## src/rtl/swm_pkg.sv

```systemverilog
package swm_pkg;

  typedef enum logic [2:0] {
    CMD_RESET  = 3'd0,
    CMD_WBIT   = 3'd1,
    CMD_RBIT   = 3'd2,
    CMD_WBYTE  = 3'd3,
    CMD_RBYTE  = 3'd4
  } swmCmd_e;

  typedef struct packed {
    logic cntClr;
    logic shLoad;
    logic loadOnes;
    logic loadBit;
    logic rxSample;
    logic shShift;
    logic presSample;
    logic outLatch;
    logic outByte;
    logic drvLow;
  } swmStrb_t;

  // nanoseconds to clock cycles, rounded up
  function automatic int swmCycles(input int ns, input int clkMhz);
    return (ns * clkMhz + 999) / 1000;
  endfunction

endpackage

```

## src/rtl/swm_datapath.sv

```systemverilog
module swm_datapath
  import swm_pkg::*;
#(
  parameter int DATA_W = 8,
  parameter int CNT_W  = 16
) (
  input  logic              clk,
  input  logic              rstN,
  input  swmStrb_t          strb,
  input  logic [DATA_W-1:0] dataIn,
  input  logic              lineIn,
  output logic [CNT_W-1:0]  cnt,
  output logic              txBit,
  output logic              lineOe,
  output logic [DATA_W-1:0] dataOut,
  output logic              presence
);

  logic              syncA, syncB;
  logic              rxBit;
  logic [DATA_W-1:0] shReg;
  logic [DATA_W-1:0] shNext;

  assign shNext = {rxBit, shReg[DATA_W-1:1]};
  assign txBit  = shReg[0];
  assign lineOe = strb.drvLow;

  always_ff @(posedge clk or negedge rstN) begin
    if (!rstN) begin
      syncA <= 1'b1;
      syncB <= 1'b1;
    end else begin
      syncA <= lineIn;
      syncB <= syncA;
    end
  end

  always_ff @(posedge clk or negedge rstN) begin
    if (!rstN) cnt <= '0;
    else if (strb.cntClr) cnt <= '0;
    else cnt <= cnt + 1'b1;
  end

  always_ff @(posedge clk or negedge rstN) begin
    if (!rstN) begin
      shReg    <= '0;
      rxBit    <= 1'b1;
      dataOut  <= '0;
      presence <= 1'b0;
    end else begin
      if (strb.shLoad) begin
        if (strb.loadOnes)     shReg <= '1;
        else if (strb.loadBit) shReg <= {{(DATA_W-1){1'b1}}, dataIn[0]};
        else                   shReg <= dataIn;
      end else if (strb.shShift) begin
        shReg <= shNext;
      end
      if (strb.rxSample)   rxBit    <= syncB;
      if (strb.presSample) presence <= ~syncB;
      if (strb.outLatch)
        dataOut <= strb.outByte ? shNext : {{(DATA_W-1){1'b0}}, rxBit};
    end
  end

  // presence is sampled only with the line released
  a_r3_pres_released: assert property (@(posedge clk) disable iff (!rstN)
    strb.presSample |-> !lineOe);

  // a 1 bit has released the line by its sampling point
  a_r4_one_released: assert property (@(posedge clk) disable iff (!rstN)
    (strb.rxSample && txBit) |-> !lineOe);

endmodule

```

## src/rtl/swm_ctrl.sv

```systemverilog
module swm_ctrl
  import swm_pkg::*;
#(
  parameter int DATA_W = 8,
  parameter int CNT_W  = 16,
  parameter int CLK_MHZ = 50
) (
  input  logic             clk,
  input  logic             rstN,
  input  logic             start,
  input  logic [2:0]       cmd,
  input  logic             overdrive,
  input  logic [CNT_W-1:0] cnt,
  input  logic             txBit,
  output swmStrb_t         strb,
  output logic             busy,
  output logic             done
);

  localparam int IDX_W = (DATA_W > 1) ? $clog2(DATA_W) : 1;
  localparam logic [IDX_W-1:0] LAST_IDX = IDX_W'(DATA_W - 1);

  localparam logic [CNT_W-1:0] S_RST_LOW = CNT_W'(swmCycles(480000, CLK_MHZ));
  localparam logic [CNT_W-1:0] S_PRES_AT = CNT_W'(swmCycles(550000, CLK_MHZ));
  localparam logic [CNT_W-1:0] S_RST_END = CNT_W'(swmCycles(960000, CLK_MHZ) - 1);
  localparam logic [CNT_W-1:0] S_LOW0    = CNT_W'(swmCycles(60000, CLK_MHZ));
  localparam logic [CNT_W-1:0] S_LOW1    = CNT_W'(swmCycles(6000, CLK_MHZ));
  localparam logic [CNT_W-1:0] S_SAMP    = CNT_W'(swmCycles(15000, CLK_MHZ));
  localparam logic [CNT_W-1:0] S_SLOTEND = CNT_W'(swmCycles(75000, CLK_MHZ) - 1);
  localparam logic [CNT_W-1:0] O_RST_LOW = CNT_W'(swmCycles(70000, CLK_MHZ));
  localparam logic [CNT_W-1:0] O_PRES_AT = CNT_W'(swmCycles(78500, CLK_MHZ));
  localparam logic [CNT_W-1:0] O_RST_END = CNT_W'(swmCycles(140000, CLK_MHZ) - 1);
  localparam logic [CNT_W-1:0] O_LOW0    = CNT_W'(swmCycles(7500, CLK_MHZ));
  localparam logic [CNT_W-1:0] O_LOW1    = CNT_W'(swmCycles(1000, CLK_MHZ));
  localparam logic [CNT_W-1:0] O_SAMP    = CNT_W'(swmCycles(2000, CLK_MHZ));
  localparam logic [CNT_W-1:0] O_SLOTEND = CNT_W'(swmCycles(12000, CLK_MHZ) - 1);

  typedef enum logic [1:0] {ST_IDLE, ST_RESET, ST_SLOT} state_e;

  state_e           state;
  logic             odReg;
  logic             byteOp;
  logic [IDX_W-1:0] bitIdx;
  logic             accept;
  logic             lastBit;
  logic [CNT_W-1:0] tRstLow, tPresAt, tRstEnd, tLow0, tLow1, tSamp, tSlotEnd;

  assign tRstLow  = odReg ? O_RST_LOW : S_RST_LOW;
  assign tPresAt  = odReg ? O_PRES_AT : S_PRES_AT;
  assign tRstEnd  = odReg ? O_RST_END : S_RST_END;
  assign tLow0    = odReg ? O_LOW0    : S_LOW0;
  assign tLow1    = odReg ? O_LOW1    : S_LOW1;
  assign tSamp    = odReg ? O_SAMP    : S_SAMP;
  assign tSlotEnd = odReg ? O_SLOTEND : S_SLOTEND;

  assign busy    = (state != ST_IDLE);
  assign accept  = (state == ST_IDLE) && start && (cmd <= CMD_RBYTE);
  assign lastBit = byteOp ? (bitIdx == LAST_IDX) : 1'b1;

  always_comb begin
    strb = '0;
    unique case (state)
      ST_IDLE: begin
        strb.cntClr = 1'b1;
        if (accept) begin
          strb.shLoad   = 1'b1;
          strb.loadOnes = (cmd == CMD_RBIT) || (cmd == CMD_RBYTE);
          strb.loadBit  = (cmd == CMD_WBIT);
        end
      end
      ST_RESET: begin
        strb.drvLow     = (cnt < tRstLow);
        strb.presSample = (cnt == tPresAt);
      end
      ST_SLOT: begin
        strb.drvLow   = (cnt < (txBit ? tLow1 : tLow0));
        strb.rxSample = (cnt == tSamp);
        if (cnt == tSlotEnd) begin
          strb.cntClr   = 1'b1;
          strb.shShift  = 1'b1;
          strb.outLatch = lastBit;
          strb.outByte  = byteOp;
        end
      end
      default: strb = '0;
    endcase
  end

  always_ff @(posedge clk or negedge rstN) begin
    if (!rstN) begin
      state  <= ST_IDLE;
      odReg  <= 1'b0;
      byteOp <= 1'b0;
      bitIdx <= '0;
      done   <= 1'b0;
    end else begin
      done <= 1'b0;
      unique case (state)
        ST_IDLE: if (accept) begin
          state  <= (cmd == CMD_RESET) ? ST_RESET : ST_SLOT;
          odReg  <= overdrive;
          byteOp <= (cmd == CMD_WBYTE) || (cmd == CMD_RBYTE);
          bitIdx <= '0;
        end
        ST_RESET: if (cnt == tRstEnd) begin
          state <= ST_IDLE;
          done  <= 1'b1;
        end
        ST_SLOT: if (cnt == tSlotEnd) begin
          if (lastBit) begin
            state <= ST_IDLE;
            done  <= 1'b1;
          end else begin
            bitIdx <= bitIdx + 1'b1;
          end
        end
        default: state <= ST_IDLE;
      endcase
    end
  end

  // the line is only pulled during a command
  a_r10_oe_in_busy: assert property (@(posedge clk) disable iff (!rstN)
    strb.drvLow |-> busy);

  // done lasts one cycle and never overlaps busy
  a_r10_done_pulse: assert property (@(posedge clk) disable iff (!rstN)
    done |-> (!busy ##1 !done));

  // speed grade cannot change inside a command
  a_r8_speed_held: assert property (@(posedge clk) disable iff (!rstN)
    (busy && $past(busy)) |-> $stable(odReg));

endmodule

```

## src/rtl/swm_master.sv

```systemverilog
module swm_master
  import swm_pkg::*;
#(
  parameter int CLK_MHZ = 50,
  parameter int DATA_W  = 8
) (
  input  logic              clk,
  input  logic              rstN,
  input  logic              start,
  input  logic [2:0]        cmd,
  input  logic [DATA_W-1:0] dataIn,
  input  logic              overdrive,
  input  logic              lineIn,
  output logic              lineOe,
  output logic              busy,
  output logic              done,
  output logic [DATA_W-1:0] dataOut,
  output logic              presence
);

  localparam int CNT_W = $clog2(swmCycles(960000, CLK_MHZ) + 1);

  swmStrb_t         strb;
  logic [CNT_W-1:0] cnt;
  logic             txBit;

  swm_ctrl #(.DATA_W(DATA_W), .CNT_W(CNT_W), .CLK_MHZ(CLK_MHZ)) u_ctrl (
    .clk(clk), .rstN(rstN), .start(start), .cmd(cmd), .overdrive(overdrive),
    .cnt(cnt), .txBit(txBit), .strb(strb), .busy(busy), .done(done)
  );

  swm_datapath #(.DATA_W(DATA_W), .CNT_W(CNT_W)) u_dp (
    .clk(clk), .rstN(rstN), .strb(strb), .dataIn(dataIn), .lineIn(lineIn),
    .cnt(cnt), .txBit(txBit), .lineOe(lineOe), .dataOut(dataOut),
    .presence(presence)
  );

endmodule

```

## config.mk

```make
export PLATFORM = sky130hd
export DESIGN_NAME = swm_master
export DESIGN_NICKNAME = d
export VERILOG_FILES = /design/src/rtl/swm_pkg.sv /design/src/rtl/swm_datapath.sv /design/src/rtl/swm_ctrl.sv /design/src/rtl/swm_master.sv
export SDC_FILE = /design/constraint.sdc
export NUM_CORES = 1
export LEC_CHECK = 0
export ABC_AREA = 1
export BUFFER_PORTS_ARGS = -buffer_cell sky130_fd_sc_hd__buf_2
export CAP_MARGIN = 15
export CORE_ASPECT_RATIO = 1.1
export CORE_MARGIN = 2
export CORE_UTILIZATION = 45
export CTS_BUF_LIST = sky130_fd_sc_hd__clkbuf_2 sky130_fd_sc_hd__clkbuf_4 sky130_fd_sc_hd__clkbuf_8
export CTS_CLUSTER_SIZE = 24
export DETAILED_ROUTE_END_ITERATION = 10
export PLACE_DENSITY_LB_ADDON = 0.05
export RECOVER_POWER = 25
export SETUP_SLACK_MARGIN = 0.02
export SYNTH_ARGS = -nofsm -noshare
export SYNTH_HDL_FRONTEND = slang
export SYNTH_SLANG_ARGS = --single-unit
```

## constraint.sdc

```tcl
create_clock -name clk -period 3.6 [get_ports clk]
set_clock_uncertainty 0.2 [all_clocks]
set_input_delay 0.36 -clock clk [delete_from_list [all_inputs] [get_ports clk]]
set_output_delay 0.36 -clock clk [all_outputs]
set_load 0.02 [all_outputs]
```

==> results of run 1 <==
cell usage in the layout (no fill, tap or decap), drive strengths merged, types with 2 or more instances in the layout:
master	count
nand2	107
o21bai	2
nor2	62
buf	27
inv	56
nor3b	4
o21ai	44
dfrtp	41
nor3	10
nand3	22
clkbuf	6
dfstp	3
a21oi	9
nand4	6
ha	24
xor2	5
layout make-up:
class	count	area, sq um
clock buffers	5	68.82
clock inverters	3	46.29
fillers	643	3232
inverters	55	206.4
multi-input cells	300	1643
flip-flops and latches	44	1105
well taps	82	102.6
repair buffers	29	151.4
sequential cells by signal, summed over array words and instances, names as in the netlist:
name / count
u_dp.cnt: 16
u_dp.dataOut: 8
u_dp.shReg: 8
u_ctrl.bitIdx: 3
u_ctrl.state: 2
u_ctrl.byteOp: 1
u_ctrl.done: 1
u_ctrl.odReg: 1
u_dp.presence: 1
u_dp.rxBit: 1
u_dp.syncA: 1
u_dp.syncB: 1
power breakdown:
group / internal (mW) / switching, mW
combinational: 0.278 / 0.549
sequential: 0.576 / 0.0953
clock: 0.209 / 0.189
total: 1.06 / 0.833
worst min-delay path: stages:
cell                      delay [ps]
sky130_fd_sc_hd__buf_2            90
sky130_fd_sc_hd__nand2_1          40
sky130_fd_sc_hd__o21ai_0          60
metrics by stage:
stage / hold slack [ps] / instance area [sq um] / total power [mW]
floorplan: -135.6 / 3037 / 1.354
global placement: 150.8 / 3199 / 1.505
detailed placement: 157.1 / 3199 / 1.509
CTS: 57.44 / 3324 / 1.916
global route: 77.58 / 3323 / 2.068
finish: 69.62 / 3323 / 1.897
routing by layer:
metal,GRT usage (%),routed length [microns]
met1,31.34,3402
met5,0,0
met4,5.000,78
met3,3.012,276
met2,29.91,3093
logic make-up after synthesis:
logic type / after synthesis / synth area share (%)
DFF: 44 / 36.38
AOI/OAI and AO/OA: 58 / 11.17
buffers and inverters: 64 / 9.518
xor gates and xnor gates: 6 / 1.731
adders and majority gates: 24 / 9.889
and+or+nand+nor: 212 / 31.31
path summary, 6_finish.rpt:
| kind | start | end | slack [ps] | cells after the start |
|---|---|---|---|---|
| hold / removal | overdrive | u_ctrl.odReg$_DFFE_PN0P_ | 70 | 3 |
| setup / recovery | u_ctrl.odReg$_DFFE_PN0P_ | lineOe | 380 | 14 |
| hold reg to reg | u_dp.syncA$_DFF_PN1_ | u_dp.syncB$_DFF_PN1_ | 170 | 0 |
| min in group asynchronous | rstN | u_dp.cnt[13]$_DFF_PN0_ | 570 | 1 |
| max in group asynchronous | rstN | u_ctrl.done$_DFF_PN0_ | 1280 | 1 |
| setup reg to reg | u_ctrl.odReg$_DFFE_PN0P_ | u_dp.dataOut[0]$_DFFE_PN0P_ | 900 | 10 |
what timing repair did:
action,in CTS,in global routing
endpoints found under the hold margin,1,0
hold buffers,1,0
endpoints found under the setup margin,0,0
resized for setup,0,0
==> impl_metrics.csv, run 1 <==
group,metric,value,unit
placed_design,dp_hpwl,5.112,mm
drt,count_of_tritonroute_iterations_in_the_first_routing_pass,4,
clock_network,clock_sinks,44,
setup_path,cp_slowest_cell,"sky130_fd_sc_hd__dfrtp_1",
clock_network,cts-buffers-inserted,5,
finish,num_antenna_cells,0,
synth,post-synth-top-count-cell,"sky130_fd_sc_hd__nand2_1",
timing,slew_headroom,-58.88,%
finish,syn2layout_area_growth,9.436,%
synth,ys.warnings.count,0,
floorplanning,initial_core_util,46.33,%
clock_network,cts.repair_timing.setup_buffer_count,0,
timing,max_slew.worst_pin.slew,2383,ps
synth,synthDominantCellAreaShare,33.79,%
synth,netlist-cell-type-count,35,
finish,final_core_util,50.70,%
synth,synth.avg_cell_area,7.443,sq um
pwr,cellPowerDensity,570.8,nW/um^2
timing,setup_tns,0,ps
synth,synth.cells.most_frequent,"sky130_fd_sc_hd__nand2_1, sky130_fd_sc_hd__nor2_1, sky130_fd_sc_hd__inv_1",
floorplanning,die-width,82.33,microns
setup_path,critical-path-max-stage-delay,750,ps
synth,synth-edff-count,0,
clock_network,clk_transition_reported_paths,90,ps
setup_path,timing.critical_path.buf_inv,4,
timing,finalMaxSlewViolations,45,
setup_path,worst_path_cell_trace,"inv_2, ha_1, inv_1, ha_1, inv_1, nor2_1, nand2_1, nand2_1, nand2_1, nand2_1, nand2_1, nand2_1, a21oi_1, buf_2",
outcome,run_status,"complete, but fails checks",
drt,drt_iter0_drc,180,
placed_design,io_buffers,27,
setup_path,crit_required,3040,ps
setup_path,critical_path.top_delay_family,"flip-flops",
timing,layout_worst_path_cycle_share,89.33,%
grt,global_route.usage.total,20.43,%
flow_run,maxCapViolations,1,
timing,final-hold-violation-count,0,
placed_design,number_of_instances_in_the_placed_design,509,
drt,route.detailed.drc,0,
synth,yosys.area.top_type,"sky130_fd_sc_hd__dfrtp_1",
timing,post-route-min-period,3216,ps
synth,ys_seq_elements,44,
min_path,min-delay-path-class,"primary input to flop",
floorplanning,chipHeight,90.16,microns
setup_path,critPathMaxFanout,17,
floorplanning,placeable_core_region,6555,sq um
grt,globalRoute.totalOverflow,0,
placed_design,place.gp.congestion,0.8507,
pwr,leak,1.669,nW
finish,finalNonFillerCells,518,
drt,postRouteWirelength,6.851,mm
clock_network,tritoncts_clock_tree,"yes",
pwr,peakVddDrop,0.3262,mV
setup_path,cp-end-kind,"output pin",
synth,post_synth_inst_count,408,
floorplanning,area_of_the_die,7422,sq um
timing,setup_viol,0,
grt,grt_pass1_vias,2379,
synth,ys_seq_area_share,36.38,%
grt,antenna_violations_before_repair,0,
outcome,violated_checks,"capacitance limit, slew limit",
synth,synthTopCellsByArea,"sky130_fd_sc_hd__dfrtp_1, sky130_fd_sc_hd__nand2_1, sky130_fd_sc_hd__ha_1, sky130_fd_sc_hd__nor2_1, sky130_fd_sc_hd__inv_1",
setup_path,start_kind,"flop",
finish,finalNetCount,475,
floorplanning,rows,31,
synth,synthesis.nets,448,
synth,netlist_area,3037,sq um
placed_design,detailedPlace.worstSlack,760.0,ps
setup_path,timing_worst_setup_path_type,"flop to output pin",
timing,max_freq,311.0,MHz
clock_network,clock_tree.root_cell,"sky130_fd_sc_hd__clkbuf_8",
clock_network,cts-htree-levels,2,
clock_network,clock_latency,310,ps
grt,global_route_wire_length_before_repair,11.77,mm
synth,synth_async_sr_flop_share,100.0,%
grt,grt_start_max_net_pins,45,
setup_path,crit_arrival,2660,ps
timing,worst_slack,384.2,ps
drt,ant_nets,0,
drt,wl_per_cell,13.23,microns
finish,layout-drive-gt1-share,16.51,%
timing,grt_setup_unrepaired,"false",
setup_path,crit_top_cell,"sky130_fd_sc_hd__nand2_1",
drt,detail_route.vias_per_cell,4.983,
drt,via_count,2581,
clock_network,cts.path.max_buffers,2,
synth,dominant_register_cell_in_the_synthesized_netlist,"sky130_fd_sc_hd__dfrtp_1",
floorplanning,io-pin-count,28,
(Power assumes the default switching activity.)
==> inputs of run 2 (changes only) <==
--- a/config.mk
+++ b/config.mk
@@ -17,6 +17,7 @@
 export PLACE_DENSITY_LB_ADDON = 0.05
 export RECOVER_POWER = 25
 export SETUP_SLACK_MARGIN = 0.02
+export SKIP_CTS_REPAIR_TIMING = 1
 export SYNTH_ARGS = -nofsm -noshare
 export SYNTH_HDL_FRONTEND = slang
 export SYNTH_SLANG_ARGS = --single-unit
==> constraint.sdc (replaced) <==
create_clock -name clk -period 3.1 [get_ports clk]
set_clock_uncertainty 0.2 [all_clocks]
set_input_delay 0.31 -clock clk [delete_from_list [all_inputs] [get_ports clk]]
set_output_delay 0.31 -clock clk [all_outputs]
set_load 0.02 [all_outputs]
==> run 2 against run 1 <==
The flow still finishes with violations (capacitance limit, slew limit). Setup slack improved by 64 ps. Via count increased by 0.74%. Clock-buffer cell count unchanged. Register-to-register slack got worse by 40 ps. Global-route usage decreased by 0.58 points. First-iteration DRC count decreased by 10%. Clock power increased by 15%. Non-clock buffer count increased by 2. Sequential cell count unchanged. Sequential power increased by 12%. Design area increased by 0.45%.
==> impl_metrics.csv, run 2 (synthesized netlist as in run 1, its figures left out) <==
group,metric,value,unit
timing,max_slew.worst_pin.slew,2417,ps
drt,postRouteWirelength,6.805,mm
floorplanning,initial_core_util,46.33,%
clock_network,cts.path.max_buffers,2,
timing,hold_slack,17.10,ps
floorplanning,rows,31,
outcome,run_status,"complete, but fails checks",
timing,grt_setup_unrepaired,"false",
outcome,violated_checks,"capacitance limit, slew limit",
timing,setup_tns,0,ps
clock_network,clock_sinks,44,
drt,count_of_tritonroute_iterations_in_the_first_routing_pass,4,
setup_path,start_kind,"flop",
flow_run,maxCapViolations,1,
timing,slew_headroom,-61.16,%
pwr,cellPowerDensity,664.6,nW/um^2
timing,max_freq,377.1,MHz
timing,layout_worst_path_cycle_share,85.54,%
timing,post-route-min-period,2652,ps
clock_network,clk_transition_reported_paths,90,ps
finish,final_cell_mix,"sky130_fd_sc_hd__nand2_1, sky130_fd_sc_hd__nor2_1, sky130_fd_sc_hd__inv_1",
timing,setup_viol,0,
placed_design,dp_hpwl,5.116,mm
grt,global_route_wire_length_before_repair,11.42,mm
floorplanning,io-pin-count,28,
floorplanning,die-width,82.33,microns
finish,layout-drive-gt1-share,16.89,%
drt,ant_nets,0,
timing,final-hold-violation-count,0,
finish,layout.area.seq,1105,sq um
finish,largest_registers,"u_dp.cnt x16, u_dp.dataOut x8, u_dp.shReg x8",
finish,multi_input_comb_area,1643,sq um
finish,syn2layout_area_growth,9.930,%
finish,largest_register_ffs,16,
drt,detail_route.vias_per_cell,5.000,
setup_path,crit_required,2590,ps
min_path,min-delay-path-class,"primary input to flop",
pwr,peakVddDrop,0.5143,mV
setup_path,critPathMaxFanout,11,
finish,finalNetCount,477,
drt,route.detailed.drc,0,
grt,grt_start_max_net_pins,45,
grt,antenna_violations_before_repair,0,
grt,global_route.usage.total,19.84,%
setup_path,cp-end-kind,"output pin",
floorplanning,chipHeight,90.16,microns
placed_design,place.gp.congestion,0.8745,
clock_network,clock_latency,300,ps
finish,fillCellCount,690,
placed_design,io_buffers,27,
floorplanning,placeable_core_region,6555,sq um
drt,wl_per_cell,13.09,microns
clock_network,cts-buffers-inserted,5,
drt,via_count,2600,
setup_path,timing_worst_setup_path_type,"flop to output pin",
drt,drt_iter0_drc,162,
floorplanning,area_of_the_die,7422,sq um
pwr,leak,1.679,nW
clock_network,clock_tree.root_cell,"sky130_fd_sc_hd__clkbuf_8",
grt,grt_pass1_vias,2390,
grt,globalRoute.totalOverflow,0,
clock_network,tritoncts_clock_tree,"yes",
timing,finalMaxSlewViolations,45,
clock_network,cts-htree-levels,2,
finish,top_register,"u_dp.cnt",
finish,num_antenna_cells,0,
finish,layout.cells.most_common,"sky130_fd_sc_hd__nand2_1",
setup_path,crit_arrival,2140,ps
-- run 2: cell type report --
cell class	instances	area share, %
Clock inverter	3	1.387
Sequential cell	44	33.10
Clock buffer	5	2.061
Inverter	55	6.184
Multi-Input combinational cell	300	49.21
Timing Repair Buffer	31	4.985
Tap cell	82	3.073
-- run 2: through the flow --
stage | std cells | power [mW] | worst slack, ps | cell area (sq um) | utilization [%]
after global routing | 520 | 2.434 | 264.0 | 3338 | 50.93
final | 520 | 2.218 | 448.2 | 3338 | 50.93
after CTS | 519 | 2.242 | 419.8 | 3329 | 50.79
after floorplan | 408 | 1.572 | 757.0 | 3037 | -
after global placement | 511 | 1.762 | 797.0 | 3214 | 49.04
after detailed placement | 511 | 1.770 | 778.6 | 3214 | 49.04
-- run 2: layer usage --
metal	GRT usage (%)	vias up	wire length, microns
li1	-	1358	-
met5	0	-	0
met4	5.000	0	74
met2	29.91	29	3090
met1	29.48	1207	3459
met3	3.012	6	180
-- run 2: worst paths after layout --
path	from	end	slack, ps	cells past startpoint
worst max register to register	u_ctrl.odReg$_DFFE_PN0P_	u_dp.dataOut[0]$_DFFE_PN0P_	860	11
min in group asynchronous	rstN	u_dp.cnt[11]$_DFF_PN0_	540	1
worst min-delay path	overdrive	u_ctrl.odReg$_DFFE_PN0P_	20	3
worst max-delay path	u_ctrl.odReg$_DFFE_PN0P_	lineOe	450	11
max in group asynchronous	rstN	u_dp.dataOut[2]$_DFFE_PN0P_	790	1
worst min register to register	u_dp.syncA$_DFF_PN1_	u_dp.syncB$_DFF_PN1_	160	0
-- run 2: critical path, stage by stage, from the launching register on --
cell	delay, ps
sky130_fd_sc_hd__dfrtp_1	400
sky130_fd_sc_hd__inv_2	160
sky130_fd_sc_hd__ha_1	180
sky130_fd_sc_hd__inv_1	70
sky130_fd_sc_hd__ha_1	290
sky130_fd_sc_hd__a21oi_1	150
sky130_fd_sc_hd__o21a_1	130
sky130_fd_sc_hd__nand2_1	50
sky130_fd_sc_hd__nand2_1	50
sky130_fd_sc_hd__nand2_1	50
sky130_fd_sc_hd__a21oi_1	130
sky130_fd_sc_hd__buf_2	180
-- run 2: power by group --
group / total, mW / leakage, nW / switching [mW] / internal (mW)
Sequential: 0.750 / 0.585 / 0.0805 / 0.670
Combinational: 1.01 / 1.04 / 0.673 / 0.337
Clock: 0.458 / 0.0548 / 0.215 / 0.243
==> inputs of run 3 (changes only) <==
--- a/config.mk
+++ b/config.mk
@@ -5,7 +5,6 @@
 export SDC_FILE = /design/constraint.sdc
 export NUM_CORES = 1
 export LEC_CHECK = 0
-export ABC_AREA = 1
 export BUFFER_PORTS_ARGS = -buffer_cell sky130_fd_sc_hd__buf_2
 export CAP_MARGIN = 15
 export CORE_ASPECT_RATIO = 1.1
==> run 3 against run 2 <==
The flow still finishes with violations (capacitance limit, slew limit). Maximum frequency fell by 7.2%. Setup slack got worse by 210 ps. Register-to-register slack got worse by 500 ps. Global-route usage rose by 1.4 points. Largest cell class unchanged. Non-clock buffer count rose by 6. Hold slack improved by 9.1 ps. Synthesized area fell by 6.3%. Highest routed layer unchanged.
==> impl_metrics.csv, run 3 <==
group,metric,value,unit
setup_path,crit_required,2590,ps
clock_network,cts-buffers-inserted,5,
setup_path,timing_worst_setup_path_type,"flop to output pin",
finish,fillCellCount,596,
pwr,peakVddDrop,0.1622,mV
finish,largest_register_ffs,16,
grt,global_route_wire_length_before_repair,11.52,mm
timing,layout_worst_path_cycle_share,92.18,%
finish,final_cell_mix,"sky130_fd_sc_hd__dfrtp_1, sky130_fd_sc_hd__nor2_1, sky130_fd_sc_hd__nand2_1",
synth,netlist_area,2844,sq um
timing,setup_viol,0,
clock_network,tritoncts_clock_tree,"yes",
placed_design,dp_hpwl,5.028,mm
timing,post-route-min-period,2858,ps
flow_run,maxCapViolations,1,
floorplanning,area_of_the_die,6973,sq um
clock_network,cts-htree-levels,2,
finish,syn2layout_area_growth,11.88,%
setup_path,critPathMaxFanout,7,
drt,route.detailed.drc,0,
drt,count_of_tritonroute_iterations_in_the_first_routing_pass,4,
grt,grtUsageMet3,3.423,%
clock_network,cts.path.max_buffers,2,
grt,global_route.usage.total,21.28,%
timing,max_freq,349.9,MHz
clock_network,clock_latency,300,ps
clock_network,clock_tree.root_cell,"sky130_fd_sc_hd__clkbuf_8",
clock_network,clk_transition_reported_paths,80,ps
synth,synth_async_sr_flop_share,100.0,%
finish,largest_registers,"u_dp.cnt x16, u_dp.dataOut x8, u_dp.shReg x8",
synth,synthesis.nets,351,
timing,max_slew.worst_pin.slew,2402,ps
grt,grt_start_max_net_pins,45,
synth,synth-edff-count,0,
placed_design,place.gp.congestion,0.8573,
synth,dominant_register_cell_in_the_synthesized_netlist,"sky130_fd_sc_hd__dfrtp_1",
synth,synth.cells.most_frequent,"sky130_fd_sc_hd__dfrtp_1, sky130_fd_sc_hd__nand2_1, sky130_fd_sc_hd__nor2_1",
finish,multi_input_comb_area,1612,sq um
setup_path,crit_arrival,2350,ps
pwr,total_power,0.9990,mW
finish,num_antenna_cells,0,
floorplanning,chipHeight,87.38,microns
timing,setup_tns,0,ps
floorplanning,rows,30,
finish,layout.area.seq,1105,sq um
floorplanning,io-pin-count,28,
pwr,leak,1.443,nW
drt,postRouteWirelength,6.862,mm
grt,globalRoute.totalOverflow,0,
drt,via_count,2401,
timing,final-hold-violation-count,0,
synth,synthDominantCellAreaShare,36.08,%
floorplanning,die-width,79.80,microns
timing,grt_setup_unrepaired,"false",
synth,synth.avg_cell_area,9.145,sq um
floorplanning,placeable_core_region,6156,sq um
placed_design,io_buffers,27,
finish,top_register,"u_dp.cnt",
synth,ys_seq_area_share,38.85,%
clock_network,clock_sinks,44,
synth,yosys.area.top_type,"sky130_fd_sc_hd__dfrtp_1",
grt,grt_pass1_vias,2276,
floorplanning,initial_core_util,46.20,%
synth,synthTopCellsByArea,"sky130_fd_sc_hd__dfrtp_1, sky130_fd_sc_hd__ha_1, sky130_fd_sc_hd__nand3_1, sky130_fd_sc_hd__nand2_1, sky130_fd_sc_hd__nor2_1",
synth,post-synth-top-count-cell,"sky130_fd_sc_hd__dfrtp_1",
drt,drt_iter0_drc,124,
grt,gr-max-usage-layer,"met2",
finish,final_core_util,51.69,%
setup_path,cp-end-kind,"output pin",
grt,met1_usage,28.43,%
finish,finalNetCount,380,
finish,layout.cells.most_common,"sky130_fd_sc_hd__dfrtp_1",
grt,antenna_violations_before_repair,0,
timing,slew_headroom,-60.12,%
drt,ant_nets,0,
synth,post_synth_inst_count,311,
outcome,violated_checks,"capacitance limit, slew limit",
grt,grt.met2_usage,35.52,%
synth,netlist-cell-type-count,48,
min_path,min-delay-path-class,"primary input to flop",
synth,ys_seq_elements,44,
setup_path,start_kind,"flop",
drt,detail_route.vias_per_cell,5.703,
synth,ys.warnings.count,0,
drt,wl_per_cell,16.30,microns
pwr,cellPowerDensity,314.0,nW/um^2
timing,finalMaxSlewViolations,45,
finish,layout-drive-gt1-share,16.42,%
outcome,run_status,"complete, but fails checks",
-- run 3: metrics by stage --
stage	setup WS, ps	cells	instance area, sq um	hold slack (ps)
4_1_cts	172.6	420	3173	-116.0
6_report	242.4	421	3182	26.23
3_3_place_gp	372.2	412	3075	146.1
3_5_place_dp	382.9	412	3075	146.9
5_1_grt	48.08	421	3182	52.75
2_1_floorplan	402.1	311	2844	-185.6
-- run 3: path summary, 6_finish.rpt --
check | from | to | slack, ps | cells past startpoint
min in group asynchronous | rstN | u_dp.cnt[14]$_DFF_PN0_ | 530 | 1
min reg2reg | u_dp.syncA$_DFF_PN1_ | u_dp.syncB$_DFF_PN1_ | 160 | 0
max in group asynchronous | rstN | u_ctrl.odReg$_DFFE_PN0P_ | 810 | 1
min | overdrive | u_ctrl.odReg$_DFFE_PN0P_ | 30 | 3
max | u_ctrl.odReg$_DFFE_PN0P_ | lineOe | 240 | 9
max reg2reg | u_ctrl.state[0]$_DFFE_PN0P_ | u_dp.rxBit$_DFFE_PN1P_ | 360 | 7
-- run 3: area by class of cell --
cell class                 count  share of cell area [%]
sequential                    44                   34.72
inverter                      15                   1.770
timing repair buffer          37                   6.646
clock buffer                   6                   2.595
multi-input combinational    237                   50.65
clock inverter                 2                  0.4719
tap                           80                   3.146
-- run 3: logic make-up (layout without fill, tap and decap cells) --
| family | Yosys count | in the layout | share of synthesized area, % |
|---|---|---|---|
| mux | 4 | 4 | 1.452 |
| fa+ha+maj | 24 | 24 | 10.56 |
| buf+inv | 30 | 60 | 4.487 |
| compound gates | 50 | 50 | 11.79 |
| xor+xnor | 18 | 18 | 5.543 |
| flops | 44 | 44 | 38.85 |
| simple gates | 141 | 141 | 27.32 |
-- run 3: metal layers --
| layer | up-vias | share of wire [%] |
|---|---|---|
| li1 | 1187 | - |
| met1 | 1157 | 46 |
| met2 | 46 | 49 |
| met3 | 11 | 3.4 |
| met4 | 0 | 1.7 |
| met5 | - | 0 |
-- run 3: worst max-delay path: stages (launching register included) --
cell and delay [ps]:
sky130_fd_sc_hd__dfrtp_1 470, sky130_fd_sc_hd__inv_2 140, sky130_fd_sc_hd__ha_1 150, sky130_fd_sc_hd__inv_1 60, sky130_fd_sc_hd__ha_1 290, sky130_fd_sc_hd__a211o_1 290
sky130_fd_sc_hd__a21o_1 180, sky130_fd_sc_hd__a41oi_1 180, sky130_fd_sc_hd__a311o_1 130, sky130_fd_sc_hd__buf_2 150
-- run 3: where the power goes --
group / internal, mW / leakage, nW / switching, mW
clock: 0.181 / 0.0434 / 0.216
combinational: 0.00843 / 0.846 / 0.0176
sequential: 0.576 / 0.553 / 0.000441
